**config.mk**
```make
export PLATFORM = sky130hd
export DESIGN_NAME = serial_shift_slave
export DESIGN_NICKNAME = d
export VERILOG_FILES = /design/src/rtl/sss_pkg.sv /design/src/rtl/sss_edge_detect.sv /design/src/rtl/sss_rx.sv /design/src/rtl/sss_tx.sv /design/src/rtl/serial_shift_slave.sv
export SDC_FILE = /design/constraint.sdc
export NUM_CORES = 1
export LEC_CHECK = 0
export CORE_UTILIZATION = 40
export CTS_BUF_LIST = sky130_fd_sc_hd__clkbuf_8
export DETAILED_ROUTE_END_ITERATION = 12
export SETUP_SLACK_MARGIN = 0.1
export SYNTH_ARGS = -nofsm -noshare
export SYNTH_HDL_FRONTEND = slang
export SYNTH_HIERARCHICAL = 1
export SYNTH_SLANG_ARGS = --single-unit
```
**constraint.sdc**
```tcl
create_clock -name clk -period 1.47 [get_ports clk]
set_clock_uncertainty 0.15 [all_clocks]
set_input_delay 0.441 -clock clk [delete_from_list [all_inputs] [get_ports clk]]
set_output_delay 0.441 -clock clk [all_outputs]
set_load 0.03 [all_outputs]
```
**src/rtl/sss_pkg.sv**
```systemverilog
package sss_pkg;
  typedef struct packed {
    logic capture;
    logic drive;
  } sclk_events_t;
endpackage

```
**src/rtl/sss_edge_detect.sv**
```systemverilog
module sss_edge_detect
  import sss_pkg::*;
#(
  parameter int SYNC_STAGES = 2
) (
  input  logic         clk,
  input  logic         rst,
  input  logic         pol,
  input  logic         sclk_in,
  input  logic         rxd_in,
  output sclk_events_t events,
  output logic         rxd_sync
);
  localparam int MSB = SYNC_STAGES - 1;

  logic [MSB:0] sclk_q;
  logic [MSB:0] rxd_q;
  logic         sclk_prev;
  logic         rise, fall;

  // Preload on reset so a steady clock level shows no edge afterwards
  always_ff @(posedge clk) begin
    if (rst) begin
      sclk_q    <= {SYNC_STAGES{sclk_in}};
      rxd_q     <= {SYNC_STAGES{rxd_in}};
      sclk_prev <= sclk_in;
    end else begin
      sclk_q    <= {sclk_q[MSB-1:0], sclk_in};
      rxd_q     <= {rxd_q[MSB-1:0], rxd_in};
      sclk_prev <= sclk_q[MSB];
    end
  end

  assign rise     = sclk_q[MSB] & ~sclk_prev;
  assign fall     = ~sclk_q[MSB] & sclk_prev;
  assign rxd_sync = rxd_q[MSB];

  always_comb begin
    events.capture = pol ? fall : rise;
    events.drive   = pol ? rise : fall;
  end
endmodule

```
**src/rtl/sss_rx.sv**
```systemverilog
module sss_rx #(
  parameter int WIDTH = 8
) (
  input  logic                     clk,
  input  logic                     rst,
  input  logic                     capture,
  input  logic                     rxd,
  input  logic                     rd_en,
  output logic [$clog2(WIDTH)-1:0] bit_idx,
  output logic [WIDTH-1:0]         rd_data,
  output logic                     rx_full
);
  localparam int CW = $clog2(WIDTH);
  localparam logic [CW-1:0] LAST = CW'(WIDTH - 1);

  logic [WIDTH-1:0] shreg;
  logic [WIDTH-1:0] shreg_next;
  logic             word_done;

  assign shreg_next = {rxd, shreg[WIDTH-1:1]};
  assign word_done  = capture && (bit_idx == LAST);

  always_ff @(posedge clk) begin
    if (rst) begin
      shreg   <= '0;
      bit_idx <= '0;
      rd_data <= '0;
      rx_full <= 1'b0;
    end else begin
      if (capture) begin
        shreg   <= shreg_next;
        bit_idx <= word_done ? '0 : bit_idx + 1'b1;
      end
      if (word_done) rd_data <= shreg_next;
      if (word_done)  rx_full <= 1'b1;
      else if (rd_en) rx_full <= 1'b0;
    end
  end

  AST_FULL_AFTER_WORD: assert property (@(posedge clk) disable iff (rst)
    word_done |=> rx_full);
  AST_READ_CLEARS_FULL: assert property (@(posedge clk) disable iff (rst)
    (rd_en && !word_done) |=> !rx_full);
  AST_IDX_HELD_NO_EDGE: assert property (@(posedge clk) disable iff (rst)
    !capture |=> $stable(bit_idx) && $stable(shreg));
endmodule

```
**src/rtl/sss_tx.sv**
```systemverilog
module sss_tx #(
  parameter int WIDTH    = 8,
  parameter int HOLD_CYC = 2
) (
  input  logic                     clk,
  input  logic                     rst,
  input  logic                     capture,
  input  logic                     drive,
  input  logic [$clog2(WIDTH)-1:0] bit_idx,
  input  logic                     odrain,
  input  logic                     wr_en,
  input  logic [WIDTH-1:0]         wr_data,
  output logic                     txd_o,
  output logic                     txd_oe,
  output logic                     tx_empty
);
  localparam int CW = $clog2(WIDTH);
  localparam int HW = $clog2(HOLD_CYC + 1);
  localparam logic [CW-1:0] LAST     = CW'(WIDTH - 1);
  localparam logic [CW-1:0] FREEZE   = CW'(WIDTH - 2);
  localparam logic [HW-1:0] HOLD_END = HW'(HOLD_CYC - 1);

  logic [WIDTH-1:0] tx_hold;
  logic [WIDTH-1:0] next_word;
  logic [WIDTH-1:0] shreg;
  logic             lock;
  logic             active;
  logic             ending;
  logic [HW-1:0]    hold_cnt;

  always_ff @(posedge clk) begin
    if (rst) begin
      tx_hold   <= '0;
      next_word <= '0;
      shreg     <= '0;
      lock      <= 1'b0;
      active    <= 1'b0;
      ending    <= 1'b0;
      hold_cnt  <= '0;
      tx_empty  <= 1'b1;
      txd_o     <= 1'b1;
      txd_oe    <= ~odrain;
    end else begin
      if (wr_en) tx_hold <= wr_data;
      if (!lock) next_word <= tx_hold;
      if (capture && bit_idx == FREEZE) lock <= 1'b1;

      if (drive) begin
        if (!active) begin
          shreg  <= next_word;
          active <= 1'b1;
          lock   <= 1'b0;
        end else begin
          shreg <= shreg >> 1;
        end
      end

      if (capture && bit_idx == LAST) begin
        ending   <= 1'b1;
        hold_cnt <= '0;
      end else if (ending) begin
        if (hold_cnt == HOLD_END) begin
          ending <= 1'b0;
          active <= 1'b0;
        end else begin
          hold_cnt <= hold_cnt + 1'b1;
        end
      end

      if (wr_en) tx_empty <= 1'b0;
      else if (capture && bit_idx == CW'(1)) tx_empty <= 1'b1;

      txd_o  <= active ? shreg[0] : 1'b1;
      txd_oe <= active | ~odrain;
    end
  end

  AST_EMPTY_AT_BIT1: assert property (@(posedge clk) disable iff (rst)
    (capture && bit_idx == CW'(1) && !wr_en) |=> tx_empty);
  AST_WRITE_CLEARS_EMPTY: assert property (@(posedge clk) disable iff (rst)
    wr_en |=> !tx_empty);
  AST_RELEASED_WHEN_IDLE: assert property (@(posedge clk) disable iff (rst)
    (odrain && !active) |=> !txd_oe);
  AST_NEXT_FROZEN: assert property (@(posedge clk) disable iff (rst)
    lock |=> $stable(next_word));
endmodule

```
**src/rtl/serial_shift_slave.sv**
```systemverilog
module serial_shift_slave
  import sss_pkg::*;
#(
  parameter int WIDTH       = 8,
  parameter int SYNC_STAGES = 2,
  parameter int HOLD_CYC    = 2
) (
  input  logic             clk,
  input  logic             rst,
  input  logic             cfg_pol,
  input  logic             cfg_odrain,
  input  logic             sclk_in,
  input  logic             rxd_in,
  output logic             txd_o,
  output logic             txd_oe,
  input  logic             wr_en,
  input  logic [WIDTH-1:0] wr_data,
  output logic             tx_empty,
  input  logic             rd_en,
  output logic [WIDTH-1:0] rd_data,
  output logic             rx_full
);
  localparam int CW = $clog2(WIDTH);

  sclk_events_t  ev;
  logic          rxd_s;
  logic [CW-1:0] bit_idx;

  sss_edge_detect #(.SYNC_STAGES(SYNC_STAGES)) u_edge (
    .clk(clk), .rst(rst), .pol(cfg_pol), .sclk_in(sclk_in),
    .rxd_in(rxd_in), .events(ev), .rxd_sync(rxd_s)
  );

  sss_rx #(.WIDTH(WIDTH)) u_rx (
    .clk(clk), .rst(rst), .capture(ev.capture), .rxd(rxd_s),
    .rd_en(rd_en), .bit_idx(bit_idx), .rd_data(rd_data), .rx_full(rx_full)
  );

  sss_tx #(.WIDTH(WIDTH), .HOLD_CYC(HOLD_CYC)) u_tx (
    .clk(clk), .rst(rst), .capture(ev.capture), .drive(ev.drive),
    .bit_idx(bit_idx), .odrain(cfg_odrain), .wr_en(wr_en),
    .wr_data(wr_data), .txd_o(txd_o), .txd_oe(txd_oe), .tx_empty(tx_empty)
  );
endmodule

```
## Word level (Yosys, flattened, before mapping)

Index checks and enable logic that the tools add are counted.

| word-level totals | value |
|---|---|
| word-level logic and storage cells | 61 |
| input bits | 16 |
| output and inout bits | 12 |
| register bits after elaboration | 57 |

| cells by class | value |
|---|---|
| equality and inequality tests | 4 |
| bitwise gates (word level) | 8 |
| add/subtract/negate cells | 2 |
| multiplexer cells | 22 |
| reduce and logical (&&, ||, !) cells | 8 |

Operators with widths:

| cell | count |
|---|---|
| two-way mux 1 bit | 18 |
| two-way mux 8 bit | 1 |
| == test 3 bit (second input constant) | 2 |
| inverter 1 bit | 5 |
| two-way mux 2 bit | 2 |
| nonzero test 2 bit | 2 |
| OR reduction 2 bit | 2 |
| adder 3 x 1 -> 3 bit (second input constant) | 1 |
| == test 3 x 1 -> 1 bit (second input constant) | 1 |
| logical AND 1 bit | 3 |
| two-way mux 3 bit | 1 |
| adder 2 x 1 -> 2 bit (second input constant) | 1 |
| bitwise AND 1 bit | 2 |
| == test 2 x 1 -> 1 bit (second input constant) | 1 |
| AND reduction 2 bit | 1 |
| OR 1 bit | 1 |

## Longest topological paths before layout

Gate-level depths: netlist of the first run.

| depth | value |
|---|---|
| depth after elaboration | 7 |
| gate-level depth with buffers | 6 |
| gate-level depth less buffers | 5 |

## Cells and area by module

The synthesis of the first run kept the hierarchy.

Modules (own cells, without submodules):

| module | cells an instance | seq. area each (µm²) | area each (µm²) | times used |
|---|---|---|---|---|
| sss_tx | 119 | 640.6 | 1246.2 | 1 |
| sss_rx | 78 | 380.4 | 780.7 | 1 |
| sss_edge_detect | 15 | 100.1 | 168.9 | 1 |

## Worst setup path after synthesis of the first run

OpenSTA, ideal clock, no wires.

| timing | value |
|---|---|
| kind | flip-flop to flip-flop |
| start | reg u_rx.bit_idx[0] |
| end | reg u_rx.bit_idx[0] |
| stages on the path, launching flop included | 6 |
| clock period less this slack | 1554 ps |
| arrival time | 1338 ps |
| required time | 1254 ps |
| library setup time | 66 ps |
| buffers on the path | 1 |
| setup slack | -84 ps |
| cell sequence | dfxtp_1 > ha_1 > ha_1 > buf_6 > or3b_1 > a21oi_2 |

| between the ends | value |
|---|---|
| longest elaborated chain between the ends | 3 |
| elaborated cells between the ends (all ways) | 4 |
| classes of those cells | add/sub: 1; eq/ne: 1; mux: 1; reduce/logical: 1 |

RTL lines:

| element | line | source |
|---|---|---|
| from (decl) | sss_rx.sv:9 | `output logic [$clog2(WIDTH)-1:0] bit_idx,` |
| from (signal assigned) | sss_rx.sv:32 | `bit_idx <= word_done ? '0 : bit_idx + 1'b1;` |
| parallel branches: the longest is 2 deep, another holds adder 3 x 1 -> 3 bit | - |  |
| two-way mux 3 bit * | sss_rx.sv:32 |  |

Mark *: on every way between the ends.
A chain may end at the register's enable or synchronous reset.

==> results of run 1 <==
[sequential cells by signal (all words and copies together), names as in the netlist]
signal,flops
u_rx/bit_idx,3
u_rx/shreg,7
u_tx/shreg,8
u_tx/hold_cnt,2
u_tx/tx_empty,1
u_edge/rxd_q,2
u_tx/tx_hold,8
u_edge/sclk_q,2
u_tx/lock,1
u_tx/active,1
u_rx/rx_full,1
u_tx/txd_o,1
u_rx/rd_data,8
u_tx/txd_oe,1
u_tx/next_word,8
u_edge/sclk_prev,1
u_tx/ending,1
[cell type report]
class	instances	area [um^2]	share of cell area, %
multi-input cells	136	1099	36.81
flip-flops and latches	56	1140	38.20
repair buffers	49	549.3	18.41
clock inverters	2	7.507	0.2516
clock buffers	6	82.58	2.767
well taps	70	87.58	2.935
inverters	5	18.77	0.6289
[power breakdown]
part / switching (mW) / internal (mW) / total [mW]
logic: 0.180 / 0.226 / 0.406
clock network: 0.471 / 0.372 / 0.843
registers: 0.0404 / 1.59 / 1.63
total: 0.692 / 2.18 / 2.87
[kinds of logic after synthesis]
logic type | Yosys count | synth area share (%)
muxes | 33 | 15.27
DFF | 56 | 51.05
xor gates and xnor gates | 1 | 0.3989
adders and majority gates | 3 | 1.710
buffers and inverters | 20 | 4.957
AOI/OAI and AO/OA | 37 | 12.65
and+or+nand+nor | 62 | 13.96
[layer usage]
layer / vias up / track usage (%) / wire (um)
met5: - / 0 / 0
met4: 0 / 4.615 / 46
met3: 5 / 4.192 / 105
met2: 20 / 23.00 / 1738
met1: 729 / 18.43 / 2090
li1: 814 / - / -
[path summary, 6_finish.rpt]
| path | startpoint | endpoint | slack (ns) |
|---|---|---|---|
| max | u_edge/sclk_q[1] | u_rx/bit_idx[0] | -0.05 |
| min | u_edge/sclk_q[0] | u_edge/sclk_q[1] | 0.28 |
| max reg2reg | u_edge/sclk_q[1] | u_rx/bit_idx[0] | -0.05 |
| min reg2reg | u_edge/sclk_q[0] | u_edge/sclk_q[1] | 0.28 |
[tightest hold or removal path, stage by stage (launching register included)]
cell     delay (ns)
dfxtp_1        0.31
inv_1          0.04
o21ai_0        0.06
[what timing repair did]
action | in CTS | in global routing
resized for setup | 39 | 18
gates cloned | 1 | 1
buffers inserted | 4 | 3
setup endpoints to repair | 43 | 45
pin swaps | 9 | 6
[cells in the final DEF (no fill, tap or decap), drive strengths merged, types with 2 or more instances in the layout]
cell / netlist / final
dfxtp: 56 / 56
a21bo: 8 / 8
nand3b: 2 / 2
buf: 14 / 34
a211oi: 8 / 8
nand3: 9 / 9
mux2i: 32 / 32
clkbuf: 1 / 7
ha: 3 / 3
a21oi: 15 / 15
nor2: 34 / 34
o21ai: 3 / 3
nand2b: 7 / 7
nand2: 3 / 3
inv: 5 / 7
clkdlybuf4s50: 0 / 13
[through the flow]
stage / total power, mW / hold slack [ns] / util [%] / cell area, um^2 / worst slack (ns)
2_1_floorplan: 1.872 / 0.2654 / - / 2251 / -0.0002308
3_3_place_gp: 1.976 / 0.2685 / 50.53 / 2630 / -0.7017
3_5_place_dp: 1.983 / 0.2806 / 50.53 / 2630 / -0.7238
4_1_cts: 2.894 / 0.2876 / 55.50 / 2889 / -0.05429
5_1_grt: 3.024 / 0.3068 / 57.33 / 2984 / -0.1024
6_report: 2.875 / 0.2841 / 57.33 / 2984 / -0.05343
==> results.md, run 1 <==
- Synth Warn #: 6
- Starting Density: 42.19%
- Status: finished, violations left
- Ports: 28
- Area of the core: 5205 um^2
- CTS clk-pin slew, worst paths: 0.09 ns
- Worst min path class: flop to flop
- Final Hold Fails: 0
- Critical path required time: 1.55 ns
- WP buf/inv: 1
- Crit path DAT: 1.61 ns
- GR Overflow Total: 0
- Cts hold-fix bufs: 0
- Post-synth top cells: dfxtp_1, nor2_1, mux2i_1
- Critical-path cell list: nand2b_4, mux2i_4, buf_6, or3b_1, a21oi_2
- Clock root cell: clkbuf_8
- Critical Path Slowest Stage Cell: dfxtp_2
- Clock sink count: 56
- Largest net degree at the start of global routing: 19
- PwrDens: 963.4 nW/um^2
- Antenna cell count: 0
- Post-Syn Nets: 231
- Count of final setup violators: 13
- Unrepaired setup endpoints after global routing: yes
- CTS Buf Count: 5
- Startpoint types: flop
- Sequential-to-total area share from yosys stat: 51.05%
- Synth unique cells: 34
- Clock tree buffer depth: 2
- Most frequent cell after synthesis: dfxtp_1
- Number of synthesized flops with an enable pin: 0
- Drt first pass iters: 4
- Pin slew with the least headroom to its limit: 0.2376 ns
- CTS tree: yes
- CP endpoint kind: flop
- Antenna violations before repair: 0
- # DRC: 0
- Crit-path max FO: 5
- Dpl cells: 309
- Die ar.: 5790 um^2
- Hold Path Depth: 2
- Area delta synth->final: 35.90%
- Filler cells: 477
- First-pass GRT wire length: 6.755 mm
- Vias in the first global route: 1531
- Sum Neg Setup Slack: -0.4123 ns
- CP max stage delay: 0.35 ns
- Mapped cell area: 2196 um^2
- Fmax: 0.6564 GHz
- Finished Layout Cells: 324
- ANT nets after route: 0
- FFs w/ async S/R, synth: 0%
- DR vias/cell: 4.840
- Top post-synthesis cells by area: dfxtp_1, mux2i_1, nor2_1, a21oi_1, a21bo_2
- Htree depth: 2
- CP Class: flop to flop
- Final period util: 103.6%
- Post-synth top area cell: dfxtp_1
- Post-synth top area share: 51.05%
- WL final: 3.981 mm
- Crit path time final: 1.523 ns
- Post-synthesis cell count: 212
- Worst reg-to-reg path cell count: 5
- Failing checks: setup timing
- # rows: 26
- Initial DRC count: 75
- Via Count: 1568
- Max_cap viols: 0
- Slew HR: 83.82%
- Post-Syn Area per Cell: 10.36 um^2
- Crit. path cell count: 5
- DP HPWL: 2.480 mm
- Max Slew Vio Count: 0
- Final GP Congestion: 0.6524
- Synth Flop Type: dfxtp_1
- Largest delay share family, worst path: simple AND/OR/NAND/NOR gates
- Share of cells above drive strength 1: 34.65%
- Die Ht: 76.09 um
- PortBufs: 27
- Skew-Pair Late Insertion Delay: 0.30 ns
- VDD IR max: 455.7 uV
- Register bit count reported by yosys: 56
- Tot GR Track Use: 14.30%
- Final worst slack: -0.05343 ns
- Leak: 1.129 nW
- Final Net Count: 272
- Wire per inst: 12.29 um
- Die Span X: 76.09 um
Note: power is estimated with default switching activity, not from simulation.
==> run 2, diff against run 1 <==
--- a/config.mk
+++ b/config.mk
@@ -8,6 +8,7 @@
 export CORE_UTILIZATION = 40
 export CTS_BUF_LIST = sky130_fd_sc_hd__clkbuf_8
 export DETAILED_ROUTE_END_ITERATION = 12
+export MAX_ROUTING_LAYER = met4
 export SETUP_SLACK_MARGIN = 0.1
 export SYNTH_ARGS = -nofsm -noshare
 export SYNTH_HDL_FRONTEND = slang
==> results.md, run 2 (synthesis gave the netlist of run 1 again) <==
- DR vias/cell: 4.849 (+0.19%)
- Largest net degree at the start of global routing: 19 (unchanged)
- Fmax: 0.6551 GHz (-0.20%)
- CP endpoint kind: flop
- ANT nets after route: 0 (unchanged)
- PortBufs: 27 (unchanged)
- CTS tree: yes
- GR Overflow Total: 0 (unchanged)
- Max Slew Vio Count: 0 (unchanged)
- CTS clk-pin slew, worst paths: 0.09 ns (about the same)
- Pre-CTS setup slack: -0.7238 ns (unchanged)
- Count of final setup violators: 14 (+1)
- Final Net Count: 272 (unchanged)
- # rows: 26 (unchanged)
- DP HPWL: 2.480 mm (unchanged)
- CP Class: flop to flop
- Area of the core: 5205 um^2 (unchanged)
- Commonest cells after routing, fill and taps aside: dfxtp_1, nor2_1, mux2i_1
- Area occupied by multi-input gates: 1099 um^2 (unchanged)
- Htree depth: 2 (unchanged)
- # DRC: 0 (unchanged)
- Final worst slack: -0.05652 ns (-0.003090 ns)
- Final GP Congestion: 0.6582 (+0.89%)
- First-pass GRT wire length: 6.748 mm (-0.10%)
- Clock tree buffer depth: 2 (unchanged)
- Status: finished, violations left
- Wire per inst: 12.27 um (-0.15%)
- Pwr Total: 2.878 mW (+0.11%)
- WL final: 3.975 mm (-0.15%)
- Die ar.: 5790 um^2 (unchanged)
- Die Span X: 76.09 um (unchanged)
- Area delta synth->final: 35.90% (unchanged)
- Vias in the first global route: 1537 (+0.39%)
- Finished Layout Cells: 324 (unchanged)
- Skew-Pair Late Insertion Delay: 0.30 ns (about the same)
- Max_cap viols: 0 (unchanged)
- Filler cells: 477 (unchanged)
- VDD IR max: 457.0 uV (+0.27%)
- Crit path DAT: 1.61 ns (about the same)
- Final period util: 103.8% (+0.21 points)
- Share of cells above drive strength 1: 34.65% (unchanged)
- Reg2Reg Setup Slack: -0.06 ns (about the same)
- Clock root cell: clkbuf_8
- Leak: 1.129 nW (unchanged)
- Crit path time final: 1.527 ns (+0.003090 ns)
- Clock sink count: 56 (unchanged)
- Slew HR: 83.62% (-0.20 points)
- Sum Neg Setup Slack: -0.4524 ns (-0.04007 ns)
- Crit-path max FO: 5 (unchanged)
- Startpoint types: flop
- Tot GR Track Use: 14.56% (+0.26 points)
- Failing checks: setup timing
- Worst min path class: flop to flop
- CTS Buf Count: 5 (unchanged)
- Final Util: 57.33% (unchanged)
- Critical path required time: 1.56 ns (about the same)
- Antenna cell count: 0 (unchanged)
- Register area: 1140 um^2 (unchanged)
- Ports: 28 (unchanged)
- Unrepaired setup endpoints after global routing: yes
- Final Hold Fails: 0 (unchanged)
- Via Count: 1571 (+0.19%)
- Drt first pass iters: 4 (unchanged)
- Die Ht: 76.09 um (unchanged)
- Dpl cells: 309 (unchanged)
- Pin slew with the least headroom to its limit: 0.2406 ns (+0.002987 ns)
- Antenna violations before repair: 0 (unchanged)
- PwrDens: 964.4 nW/um^2 (+0.11%)
- Commonest non-fill, non-tap cell in the layout: dfxtp_1
- Initial DRC count: 84 (+12%)
- Starting Density: 42.19% (unchanged)
-- run 2: cell counts in the layout (fill, tap and decap cells not counted) --
No cell type changed its count.
-- run 2: layer usage --
layer  part of all wire, %  track usage [%]  routed length, um  up-vias
met4                   1.2            4.615                 48        0
met1                    52            18.43               2066      729
met5                     0                -                  0        -
met3                   3.0            3.473                118        6
met2                    44            23.00               1742       22
li1                      -                -                  -      814
-- run 2: path summary, 6_finish.rpt --
kind,startpoint,to,depth (start not counted)
worst max register to register,u_edge/sclk_q[1],u_rx/bit_idx[0],5
worst min register to register,u_edge/sclk_q[0],u_edge/sclk_q[1],2
worst max-delay path,u_edge/sclk_q[1],u_rx/bit_idx[0],5
worst min-delay path,u_edge/sclk_q[0],u_edge/sclk_q[1],2
-- run 2: layout make-up --
type                            instances  share of cell area [%]
Sequential cell                        56                   38.20
Multi-Input combinational cell        136                   36.81
Timing Repair Buffer                   49                   18.41
Tap cell                               70                   2.935
Clock buffer                            6                   2.767
Inverter                                5                  0.6289
Clock inverter                          2                  0.2516
-- run 2: critical path: stages (launching register included) --
cell	delay [ns]
dfxtp_2	0.35
nand2b_4	0.15
mux2i_4	0.22
buf_6	0.13
or3b_1	0.35
a21oi_2	0.11
-- run 2: power by group --
| group | leakage [nW] | internal, mW | switching [mW] |
|---|---|---|---|
| registers | 0.463 | 1.59 | 0.0404 |
| logic | 0.612 | 0.226 | 0.180 |
| clock network | 0.0538 | 0.372 | 0.474 |
| total | 1.13 | 2.18 | 0.695 |
-- run 2: repair_timing --
| item | 4_1_cts | 5_1_grt |
|---|---|---|
| endpoints found under the setup margin | 43 | 45 |
| setup buffers | 4 | 3 |
| pin swaps | 9 | 6 |
| endpoints found under the hold margin | 0 | 0 |
| hold buffers | 0 | 0 |
| gates resized for setup | 39 | 18 |
| cloned | 1 | 1 |
-- run 2: stage by stage --
step	hold slack, ns	instance area [um^2]
CTS	0.2876	2889
finish	0.2841	2984
detailed placement	0.2806	2630
global route	0.3068	2984
global placement	0.2685	2630
floorplan	0.2654	2251
